### src/rtl/dmac_pkg.sv
package dmac_pkg;
  localparam int BYTE_W = 8;
  localparam int CNT_W  = 2 * BYTE_W;
  localparam int LEN_W  = CNT_W + 1;

  typedef enum logic [1:0] {
    SEL_CNT_LO  = 2'd0,
    SEL_CNT_MID = 2'd1,
    SEL_SEQ     = 2'd2,
    SEL_FLAGS   = 2'd3
  } reg_sel_e;

  localparam logic [BYTE_W-1:0] REASON_BUS_SVC = 8'h10;
endpackage

### src/rtl/dmac_count_regs.sv
module dmac_count_regs
  import dmac_pkg::*;
(
  input  logic              clk,
  input  logic              rst_n,
  input  logic              wr_en,
  input  logic [1:0]        wr_addr,
  input  logic [BYTE_W-1:0] wr_data,
  input  logic              clr,
  output logic              cnt_written,
  output logic [BYTE_W-1:0] cnt_lo,
  output logic [BYTE_W-1:0] cnt_mid,
  output logic [BYTE_W-1:0] seq_q,
  output logic [BYTE_W-1:0] flags_q
);
  logic [BYTE_W-1:0] lo_n, mid_n, seq_n, flags_n;
  reg_sel_e sel;

  assign sel         = reg_sel_e'(wr_addr);
  assign cnt_written = wr_en && (sel == SEL_CNT_LO || sel == SEL_CNT_MID);

  always_comb begin
    lo_n    = cnt_lo;
    mid_n   = cnt_mid;
    seq_n   = seq_q;
    flags_n = flags_q;
    if (wr_en) begin
      case (sel)
        SEL_CNT_LO:  lo_n    = wr_data;
        SEL_CNT_MID: mid_n   = wr_data;
        SEL_SEQ:     seq_n   = wr_data;
        SEL_FLAGS:   flags_n = wr_data;
        default:     ;
      endcase
    end
    if (clr) begin
      lo_n    = '0;
      mid_n   = '0;
      seq_n   = '0;
      flags_n = '0;
    end
  end

  always_ff @(posedge clk or negedge rst_n) begin
    if (!rst_n) begin
      cnt_lo  <= '0;
      cnt_mid <= '0;
      seq_q   <= '0;
      flags_q <= '0;
    end else begin
      cnt_lo  <= lo_n;
      cnt_mid <= mid_n;
      seq_q   <= seq_n;
      flags_q <= flags_n;
    end
  end

  a_r7_clear_wins: assert property (@(posedge clk) disable iff (!rst_n)
    clr |=> (cnt_lo == '0 && cnt_mid == '0 && seq_q == '0 && flags_q == '0));
endmodule

### src/rtl/dmac_len_clamp.sv
module dmac_len_clamp
  import dmac_pkg::*;
#(
  parameter int PHASE_W = 18,
  parameter int CMD_CAP = 32
)(
  input  logic [BYTE_W-1:0]  cnt_lo,
  input  logic [BYTE_W-1:0]  cnt_mid,
  input  logic               cmd_phase,
  input  logic [PHASE_W-1:0] phase_size,
  output logic [LEN_W-1:0]   eff_len,
  output logic               to_dev
);
  localparam int CMP_W = (LEN_W > PHASE_W) ? LEN_W : PHASE_W;

  logic [LEN_W-1:0]   raw_cnt, tot_cnt;
  logic [PHASE_W-1:0] mag;
  logic [CMP_W-1:0]   tot_ext, cap_ext, min_ext;

  assign to_dev  = phase_size[PHASE_W-1];
  assign raw_cnt = {1'b0, cnt_mid, cnt_lo};
  assign tot_cnt = (raw_cnt == '0) ? {1'b1, {CNT_W{1'b0}}} : raw_cnt;
  assign mag     = to_dev ? (~phase_size + {{(PHASE_W-1){1'b0}}, 1'b1}) : phase_size;

  always_comb begin
    tot_ext = CMP_W'(tot_cnt);
    cap_ext = cmd_phase ? CMP_W'(CMD_CAP) : CMP_W'(mag);
    min_ext = (tot_ext < cap_ext) ? tot_ext : cap_ext;
    eff_len = LEN_W'(min_ext);
  end
endmodule

### src/rtl/dmac_xfer_engine.sv
module dmac_xfer_engine
  import dmac_pkg::*;
#(
  parameter int PHASE_W = 18
)(
  input  logic               clk,
  input  logic               rst_n,
  input  logic               start,
  input  logic [LEN_W-1:0]   eff_len,
  input  logic               to_dev_in,
  input  logic               cmd_phase,
  input  logic               phase_ld,
  input  logic [PHASE_W-1:0] phase_val,
  input  logic               dma_ack,
  input  logic               src_short,
  output logic               dma_req,
  output logic               dma_dir,
  output logic               busy,
  output logic [LEN_W-1:0]   bytes_left,
  output logic [PHASE_W-1:0] phase_size,
  output logic               start_acc,
  output logic               cmpl,
  output logic               done
);
  localparam logic [LEN_W-1:0]   ONE_L = {{(LEN_W-1){1'b0}}, 1'b1};
  localparam logic [PHASE_W-1:0] ONE_P = {{(PHASE_W-1){1'b0}}, 1'b1};

  logic               busy_n, dir_n, cmdq, cmd_n, done_n, move;
  logic [LEN_W-1:0]   left_n;
  logic [PHASE_W-1:0] ph_n;

  assign dma_req   = busy && (bytes_left != '0);
  assign move      = dma_req && dma_ack;
  assign start_acc = start && !busy;
  assign cmpl      = busy && (bytes_left == '0 || src_short);

  always_comb begin
    busy_n = busy;
    left_n = bytes_left;
    ph_n   = phase_size;
    dir_n  = dma_dir;
    cmd_n  = cmdq;
    done_n = 1'b0;
    if (!busy) begin
      if (phase_ld) ph_n = phase_val;
      if (start) begin
        busy_n = 1'b1;
        left_n = eff_len;
        dir_n  = to_dev_in;
        cmd_n  = cmd_phase;
      end
    end else begin
      if (move) begin
        left_n = bytes_left - ONE_L;
        if (!cmdq) ph_n = dma_dir ? (phase_size + ONE_P) : (phase_size - ONE_P);
      end
      if (cmpl) begin
        busy_n = 1'b0;
        done_n = 1'b1;
      end
    end
  end

  always_ff @(posedge clk or negedge rst_n) begin
    if (!rst_n) begin
      busy       <= 1'b0;
      bytes_left <= '0;
      phase_size <= '0;
      dma_dir    <= 1'b0;
      cmdq       <= 1'b0;
      done       <= 1'b0;
    end else begin
      busy       <= busy_n;
      bytes_left <= left_n;
      phase_size <= ph_n;
      dma_dir    <= dir_n;
      cmdq       <= cmd_n;
      done       <= done_n;
    end
  end

  a_r6_byte_decrements: assert property (@(posedge clk) disable iff (!rst_n)
    (busy && dma_req && dma_ack) |=> (bytes_left == $past(bytes_left) - ONE_L));
  a_r9_no_restart: assert property (@(posedge clk) disable iff (!rst_n)
    (busy && !cmpl) |=> (busy && bytes_left <= $past(bytes_left) && $stable(dma_dir)));
  a_r7_done_single: assert property (@(posedge clk) disable iff (!rst_n)
    done |=> !done);
  a_r7_done_ends_busy: assert property (@(posedge clk) disable iff (!rst_n)
    done |-> !busy);
endmodule

### src/rtl/dmac_status.sv
module dmac_status
  import dmac_pkg::*;
(
  input  logic              clk,
  input  logic              rst_n,
  input  logic              cnt_written,
  input  logic              start_acc,
  input  logic              cmpl,
  input  logic              irq_ack,
  output logic [BYTE_W-1:0] status,
  output logic [BYTE_W-1:0] int_reason,
  output logic              irq
);
  logic tc_q, tc_n, int_q, int_n;
  logic [BYTE_W-1:0] reason_n;

  always_comb begin
    tc_n     = tc_q;
    int_n    = int_q;
    reason_n = int_reason;
    if (start_acc || cnt_written) tc_n = 1'b0;
    if (irq_ack) int_n = 1'b0;
    if (cmpl) begin
      tc_n     = 1'b1;
      int_n    = 1'b1;
      reason_n = REASON_BUS_SVC;
    end
  end

  always_ff @(posedge clk or negedge rst_n) begin
    if (!rst_n) begin
      tc_q       <= 1'b0;
      int_q      <= 1'b0;
      int_reason <= '0;
    end else begin
      tc_q       <= tc_n;
      int_q      <= int_n;
      int_reason <= reason_n;
    end
  end

  assign status = {int_q, 2'b00, tc_q, 4'b0000};
  assign irq    = int_q;

  a_r2_cnt_write_clears_tc: assert property (@(posedge clk) disable iff (!rst_n)
    (cnt_written && !cmpl) |=> !status[4]);
  a_r10_ack_clears_int: assert property (@(posedge clk) disable iff (!rst_n)
    (irq_ack && !cmpl) |=> (!irq && $stable(int_reason)));
endmodule

### src/rtl/dmac_top.sv
module dmac_top
  import dmac_pkg::*;
#(
  parameter int PHASE_W = 18,
  parameter int CMD_CAP = 32
)(
  input  logic               clk,
  input  logic               rst_n,
  input  logic               reg_wr,
  input  logic [1:0]         reg_addr,
  input  logic [7:0]         reg_wdata,
  input  logic               phase_ld,
  input  logic [PHASE_W-1:0] phase_val,
  input  logic               cmd_phase,
  input  logic               start,
  output logic               dma_req,
  input  logic               dma_ack,
  output logic               dma_dir,
  input  logic               src_short,
  input  logic               irq_ack,
  output logic               busy,
  output logic               done,
  output logic               irq,
  output logic [16:0]        bytes_left,
  output logic [PHASE_W-1:0] phase_size,
  output logic [7:0]         status,
  output logic [7:0]         int_reason,
  output logic [7:0]         seq_val,
  output logic [7:0]         flags_val,
  output logic [7:0]         cnt_lo,
  output logic [7:0]         cnt_mid
);
  logic             cnt_written, start_acc, cmpl, to_dev;
  logic [LEN_W-1:0] eff_len;

  dmac_count_regs u_regs (
    .clk(clk), .rst_n(rst_n), .wr_en(reg_wr), .wr_addr(reg_addr),
    .wr_data(reg_wdata), .clr(cmpl), .cnt_written(cnt_written),
    .cnt_lo(cnt_lo), .cnt_mid(cnt_mid), .seq_q(seq_val), .flags_q(flags_val)
  );

  dmac_len_clamp #(.PHASE_W(PHASE_W), .CMD_CAP(CMD_CAP)) u_clamp (
    .cnt_lo(cnt_lo), .cnt_mid(cnt_mid), .cmd_phase(cmd_phase),
    .phase_size(phase_size), .eff_len(eff_len), .to_dev(to_dev)
  );

  dmac_xfer_engine #(.PHASE_W(PHASE_W)) u_eng (
    .clk(clk), .rst_n(rst_n), .start(start), .eff_len(eff_len),
    .to_dev_in(to_dev), .cmd_phase(cmd_phase), .phase_ld(phase_ld),
    .phase_val(phase_val), .dma_ack(dma_ack), .src_short(src_short),
    .dma_req(dma_req), .dma_dir(dma_dir), .busy(busy),
    .bytes_left(bytes_left), .phase_size(phase_size),
    .start_acc(start_acc), .cmpl(cmpl), .done(done)
  );

  dmac_status u_stat (
    .clk(clk), .rst_n(rst_n), .cnt_written(cnt_written),
    .start_acc(start_acc), .cmpl(cmpl), .irq_ack(irq_ack),
    .status(status), .int_reason(int_reason), .irq(irq)
  );

  a_r7_completion_picture: assert property (@(posedge clk) disable iff (!rst_n)
    done |-> (status[4] && irq && int_reason == REASON_BUS_SVC &&
              cnt_lo == '0 && cnt_mid == '0 && seq_val == '0 && flags_val == '0));
  a_r5_start_clears_tc: assert property (@(posedge clk) disable iff (!rst_n)
    (start && !busy) |=> (busy && !status[4]));
endmodule

### config.mk
export PLATFORM = sky130hd
export DESIGN_NAME = dmac_top
export DESIGN_NICKNAME = d
export VERILOG_FILES = /design/src/rtl/dmac_pkg.sv /design/src/rtl/dmac_count_regs.sv /design/src/rtl/dmac_len_clamp.sv /design/src/rtl/dmac_xfer_engine.sv /design/src/rtl/dmac_status.sv /design/src/rtl/dmac_top.sv
export SDC_FILE = /design/constraint.sdc
export NUM_CORES = 1
export LEC_CHECK = 0
export ABC_CLOCK_PERIOD_IN_PS = 4090
export BUFFER_PORTS_ARGS = -buffer_cell sky130_fd_sc_hd__buf_2
export CORE_MARGIN = 2
export CORE_UTILIZATION = 45
export CTS_BUF_LIST = sky130_fd_sc_hd__clkbuf_8 sky130_fd_sc_hd__clkbuf_16
export CTS_CLUSTER_DIAMETER = 120
export DETAILED_ROUTE_END_ITERATION = 10
export PLACE_DENSITY = 0.71
export SLEW_MARGIN = 25
export SYNTH_ARGS = -nofsm -noshare
export SYNTH_HDL_FRONTEND = slang
export SYNTH_SLANG_ARGS = --single-unit
### constraint.sdc
create_clock -name clk -period 4.09 [get_ports clk]
set_clock_uncertainty 0.2 [all_clocks]
set_input_delay 0.409 -clock clk [delete_from_list [all_inputs] [get_ports clk]]
set_output_delay 0.409 -clock clk [all_outputs]
set_load 0.01 [all_outputs]
After elaboration in Yosys (flattened, before gate mapping)
Cells that the tools add are included.
- memory bits (writable): 0
- output and inout port bits: 88
- bits in read-only memories: 0
- bits in latches: 0
- bits in registers: 74
- memories kept: 0
- logic and storage cells: 87
- multipliers: 0
- shift operators: 0
- reductions and logical operators: 29
- bitwise gates (word level): 2
- muxes and demuxes: 33
- divide/modulo/power cells: 0
- $add $sub $neg: 4
- $lt $le $gt $ge: 1
- equality and inequality tests: 5
- operators with widths (operator ; number):
    two-way mux 18 bit ; 7
    two-way mux 8 bit ; 12
    two-way mux 17 bit ; 5
    adder 18 x 1 -> 18 bit, second input constant ; 2
    logical NOT 17 bit ; 2
    less-than comparator 17 x 18 -> 1 bit ; 1
    inverter 18 bit ; 1
    nonzero test 2 bit ; 9
    subtractor 18 x 1 -> 18 bit, second input constant ; 1
    nonzero test 17 bit ; 1
    subtractor 17 x 1 -> 17 bit, second input constant ; 1
    AND reduction 2 bit ; 6
    two-way mux 1 bit ; 9
    logical AND 1 bit ; 5
    == test 2 bit, second input constant ; 2
    inequality test 2 bit, second input constant ; 2
    logical OR 1 bit ; 3
    AND reduction 3 bit ; 1
    == test 2 x 1 -> 1 bit, second input constant ; 1
    logical NOT 2 bit ; 1
    logical NOT 1 bit ; 1
    inverter 1 bit ; 1

Logic depth before layout (Yosys ltp)
- depth in word-level cells: 8
- depth in mapped cells: 21
- depth with buffers taken out: 18

Cells and area by module
Synthesis repeated with hierarchy kept, for this count alone.
- cells, all modules: 654
- area total of the unflattened synthesis: 5758.0 sq um
- modules (own cells, without submodules) (module ; cells an instance ; times used ; seq. area each (sq um) ; area an instance (sq um)):
    dmac_xfer_engine ; 344 ; 1 ; 975.9 ; 2844.0
    dmac_count_regs ; 118 ; 1 ; 800.8 ; 1457.6
    dmac_len_clamp ; 168 ; 1 ; 0.0 ; 1233.7
    dmac_status ; 24 ; 1 ; 75.1 ; 222.7

Worst setup path after synthesis
OpenSTA, ideal clock, no wires.
- path type: reg2reg
- start: register u_eng.phase_size[5]
- end: register u_eng.bytes_left[5]
- data arrival time: 4072 ps
- stages on the path, launching flop included: 15
- period minus slack after synthesis: 4376 ps
- setup slack: -286 ps
- data required time: 3786 ps
- buffers on the path: 1
- cells stage by stage: dfrtp_1 or4_4 or4_4 or3_4 o31ai_1 xor2_1 nor2_1 inv_1 ha_1 a21o_2 a221o_2 o21ai_2 buf_12 mux2_2 a221oi_1
- word-level cells in the longest chain between the ends: 8
- ends and longest elaborated chain (element ; RTL line ; source):
    start, declared ; dmac_xfer_engine.sv:20 ; output logic [PHASE_W-1:0] phase_size,
    start signal, assigned ; dmac_xfer_engine.sv:75 ; phase_size <= ph_n;
    inverter 18 bit ; dmac_len_clamp.sv:23 ; assign mag = to_dev ? (~phase_size + {{(PHASE_W-1){1'b0}}, 1'b1}) : phase_size;
    adder 18 x 1 -> 18 bit ; dmac_len_clamp.sv:23 ;
    two-way mux 18 bit * ; dmac_len_clamp.sv:23 ;
    two-way mux 18 bit * ; dmac_len_clamp.sv:27 ; cap_ext = cmd_phase ? CMP_W'(CMD_CAP) : CMP_W'(mag);
    less-than comparator 17 x 18 -> 1 bit ; dmac_len_clamp.sv:28 ; min_ext = (tot_ext < cap_ext) ? tot_ext : cap_ext;
    two-way mux 17 bit * ; dmac_len_clamp.sv:28 ;
    two-way mux 17 bit * ; dmac_xfer_engine.sv:46 ; if (start) begin
    two-way mux 17 bit * ; dmac_xfer_engine.sv:44 ; if (!busy) begin
    end signal, assigned ; dmac_xfer_engine.sv:74 ; bytes_left <= left_n;
    end, declared ; dmac_xfer_engine.sv:19 ; output logic [LEN_W-1:0] bytes_left,
Mark *: on every way between the ends. The rest lies on a longest branch, timed or not. The select of a mux whose other input is x is not followed.
A chain may end at the register's enable or synchronous reset.

Worst setup path in the final report
- start: register u_eng.phase_size[5]
- end: register u_eng.bytes_left[3]
- word-level cells in the longest chain between the ends: 8
- ends and longest elaborated chain (element ; RTL line):
    inverter 18 bit ; dmac_len_clamp.sv:23
    adder 18 x 1 -> 18 bit ; dmac_len_clamp.sv:23
    two-way mux 18 bit * ; dmac_len_clamp.sv:23
    two-way mux 18 bit * ; dmac_len_clamp.sv:27
    less-than comparator 17 x 18 -> 1 bit * ; dmac_len_clamp.sv:28
    two-way mux 17 bit * ; dmac_len_clamp.sv:28
    two-way mux 17 bit * ; dmac_xfer_engine.sv:46
    two-way mux 17 bit * ; dmac_xfer_engine.sv:44
Marked as above.

==> results.ini <==
[outcome]
outcome=finished with violations
failed_checks=setup timing

[synthesis]
avgSynthCellArea_um2=9.00
synth_edf_count=0
yosys.area_share.simple_pct=17.9
synth_area_um2=5440
synth-xor-area-share_pct=4.50
yosysWarnings=0
synth_ff_type=dfrtp_1
yosysSeqAreaShare_pct=34.0
muxShareOfSynthArea_pct=10.7
synthAdderAreaFrac_pct=8.18
ys_async_sr_fraction_pct=100
ys_ff_latch=74
synth_top_family_by_area=simple AND/OR/NAND/NOR gates
synth_compound_area_share_pct=15.8
ys_types=72
synthCells=605

[floorplan]
io_pins=125
core_um2=11900
start_util_pct=45.7
die_area_um2=13000
die_y_um=114
die_x_um=114
num_rows=40

[sta]
slew_headroom_pct=35.5
final.min_clock_period_ps=4430
fin_crit_sh_pct=108
rsz0062_at_grt=true
worst_pin_slew_ps=964
hold_viol_final=0
postLayoutSetupSlackWorst_ps=-340
setup_violations=17
drv_slew=0
max_freq_mhz=226

[final_layout]
multi_input_area_um2=3360
areaGrowthSynthToFinish_pct=25.6
antenna_cells=0
final_cell_area_um2=6840
fin_nets=811
drive_gt1_share_pct=32.0
ff_latch_area_um2=1850
fillers=1029

[power_and_ir_drop]
p_comb_share_pct=64.2
power_frac_seq_pct=21.5
clkPwrFrac_pct=14.4
netSwitchingFraction_pct=44.2
switching_power_mw=2.54
p_int_mw=3.20
ir_drop_uv=431
power_density_nw_per_um2=840
p_leak_nw=3.39
power_mw=5.74

[critical_path]
critPathArrivalTime_ps=4390
crit_fanout=6
start_kind=register
crit_slowest_cell=or4_4
crit_type=register to register
max_stage_delay_ps=530
required_ps=4050
setup.worst_path.end_class=register
crit_path_cell_trace=or4_4 -> or4_4 -> or3_4 -> o31ai_4 -> xor2_1 -> nor2_1 -> inv_1 -> ha_4 -> a21o_2 -> a221o_2 -> o21ai_4 -> buf_4 -> buf_4 -> mux2i_2 -> a221oi_1

[placement]
post-dp-hpwl_um=11600
placed_area_um2=6230
portBuffers=111
place_congestion=0.940

[clock_network]
root_buffer=clkbuf_16
clock_latency_ps=330
max-clock-path-buffers=2
cts_tree=done
cts.sinks=74
clkSlewWorstSetupHoldPaths_ps=60
numCtsBuffers=9
htreeDepth=3

[routing]
drt-wirelength-per-cell_um=17.5
first_pass_iters=6
vias=5060
ant_nets=0
drc=0
avgViaCountPerCell=5.68
drt-initial-drc-count=402
wirelength_um=15600

[grt]
grt_usage_pct=24.0
gr-usage-met2_pct=39.8
grt_overflow=0
grt_pass1_vias=4887
grt_max_degree=48
antenna_found_initial=0
grt_pass1_wl_um=24900
use_met1_pct=32.4
grtUsageMet3_pct=3.61
top_usage_layer=met2

[flow_run]
maxCapViolations=0

[worst_hold_path]
hold_path_class=input pin to register

==> metal layers <==
layer,share of wire [%],vias up
met1,44,2464
li1,-,2402
met5,0,-
met3,5.5,18
met2,50,176
met4,1.3,0
==> through the flow <==
step	cells	setup TNS [ps]	util, %	worst slack (ps)	hold WS, ps
after detailed placement	859	-2290	52.3	-279	258
after floorplan	617	-777	-	-160	-86.6
after global placement	859	-1090	52.3	-186	246
final	891	-3440	57.4	-340	60.5
after global routing	891	-5840	57.4	-478	76.0
after CTS	885	-2910	56.2	-230	57.0
==> cell usage after synthesis (all sizes together) (3+ instances only) <==
cell type	number	area, um2
nand3	20	100
nor3b	7	52.6
inv	28	105
o21a	3	22.5
nor4	8	50.1
clkbuf	35	191
o211ai	3	22.5
o21ai	33	169
a31oi	3	18.8
a31o	3	26.3
mux2i	55	551
buf	22	186
xor2	12	105
dfrtp	74	1850
xnor2	16	140
or2	5	31.3
a22oi	3	22.5
o41ai	4	35.0
o31ai	7	52.6
nand2b	6	37.5
or3	4	32.5
or4	6	57.6
mux2	3	33.8
nand4	3	18.8
and3	4	26.3
nor3	6	30.0
a21o	8	61.3
nand2	25	93.8
ha	34	425
nor2	86	325
a221oi	12	118
a21oi	34	170
or3b	3	26.3
nor2b	4	25.0
==> power by group through the flow <==
| stage | Sequential [mW] | Combinational [mW] | Clock [mW] |
|---|---|---|---|
| global route | 1.27 | 4.01 | 0.871 |
| global placement | 1.22 | 3.16 | 0 |
| detailed placement | 1.23 | 3.25 | 0 |
| finish | 1.23 | 3.68 | 0.824 |
| CTS | 1.22 | 3.47 | 0.827 |
| floorplan | 1.32 | 2.18 | 0 |
==> layout make-up <==
cell class,count,area share (%)
inverters,28,1.54
clock buffers,10,3.50
clock inverters,6,1.04
well taps,147,2.69
multi-input cells,458,49.1
flip-flops and latches,74,27.1
repair buffers,168,15.0
==> placed cells by master, fill, tap and decap left out, types with 24 or more instances in the layout <==
cell	count
dfrtp_1	72
o21ai_0	27
buf_2	111
mux2i_1	46
buf_4	47
inv_1	28
a21oi_1	32
nor2_1	84
nand2_1	24
ha_1	33
==> state kept, by name (all words and copies together), names as in the netlist <==
name               cells
u_eng.busy             1
u_eng.bytes_left      17
u_eng.cmdq             1
u_eng.dma_dir          1
u_eng.done             1
u_eng.phase_size      18
u_regs.cnt_lo          8
u_regs.cnt_mid         8
u_regs.flags_q         8
u_regs.seq_q           8
u_stat.int_reason      1
u_stat.irq             1
u_stat.tc_q            1
==> timing repair <==
action                                  4_1_cts  5_1_grt
endpoints found under the setup margin       17       17
gates resized for setup                      17       22
hold buffers                                  1        0
hold endpoints to repair                     27        0
pin swaps                                    25       14
buffers inserted                              9        7
==> path summary, 6_finish.rpt <==
path                            cells after the start                   end  slack (ps)                 start
worst max-delay path                               15   u_eng.bytes_left[3]        -340   u_eng.phase_size[5]
worst min-delay path                                2            u_stat.irq          60               irq_ack
worst max register to register                     15   u_eng.bytes_left[3]        -340   u_eng.phase_size[5]
worst min register to register                      1  u_stat.int_reason[4]         280  u_stat.int_reason[4]
max in group asynchronous                           3     u_regs.cnt_mid[0]        2190                 rst_n
min in group asynchronous                           2            u_stat.irq         440                 rst_n
==> cell families (layout without fill, tap and decap cells) <==
group | count (synthesis) | count (layout)
AND/OR/NAND/NOR | 195 | 195
AO/OA/AOI/OAI | 129 | 129
buffers and inverters | 85 | 212
flip-flops | 74 | 74
multiplexers | 58 | 58
adder cells (fa/ha/maj) | 35 | 35
XOR/XNOR | 28 | 28
other | 1 | 13
==> critical path, delay by kind of cell (launching register included) <==
family,cells,cell delay (ps)
buffers and inverters,3,390
DFF,1,400
xor gates and xnor gates,1,170
muxes,1,290
AOI/OAI and AO/OA,5,1140
adders and majority gates,1,210
and+or+nand+nor,4,1460
(Power assumes the default switching activity.)
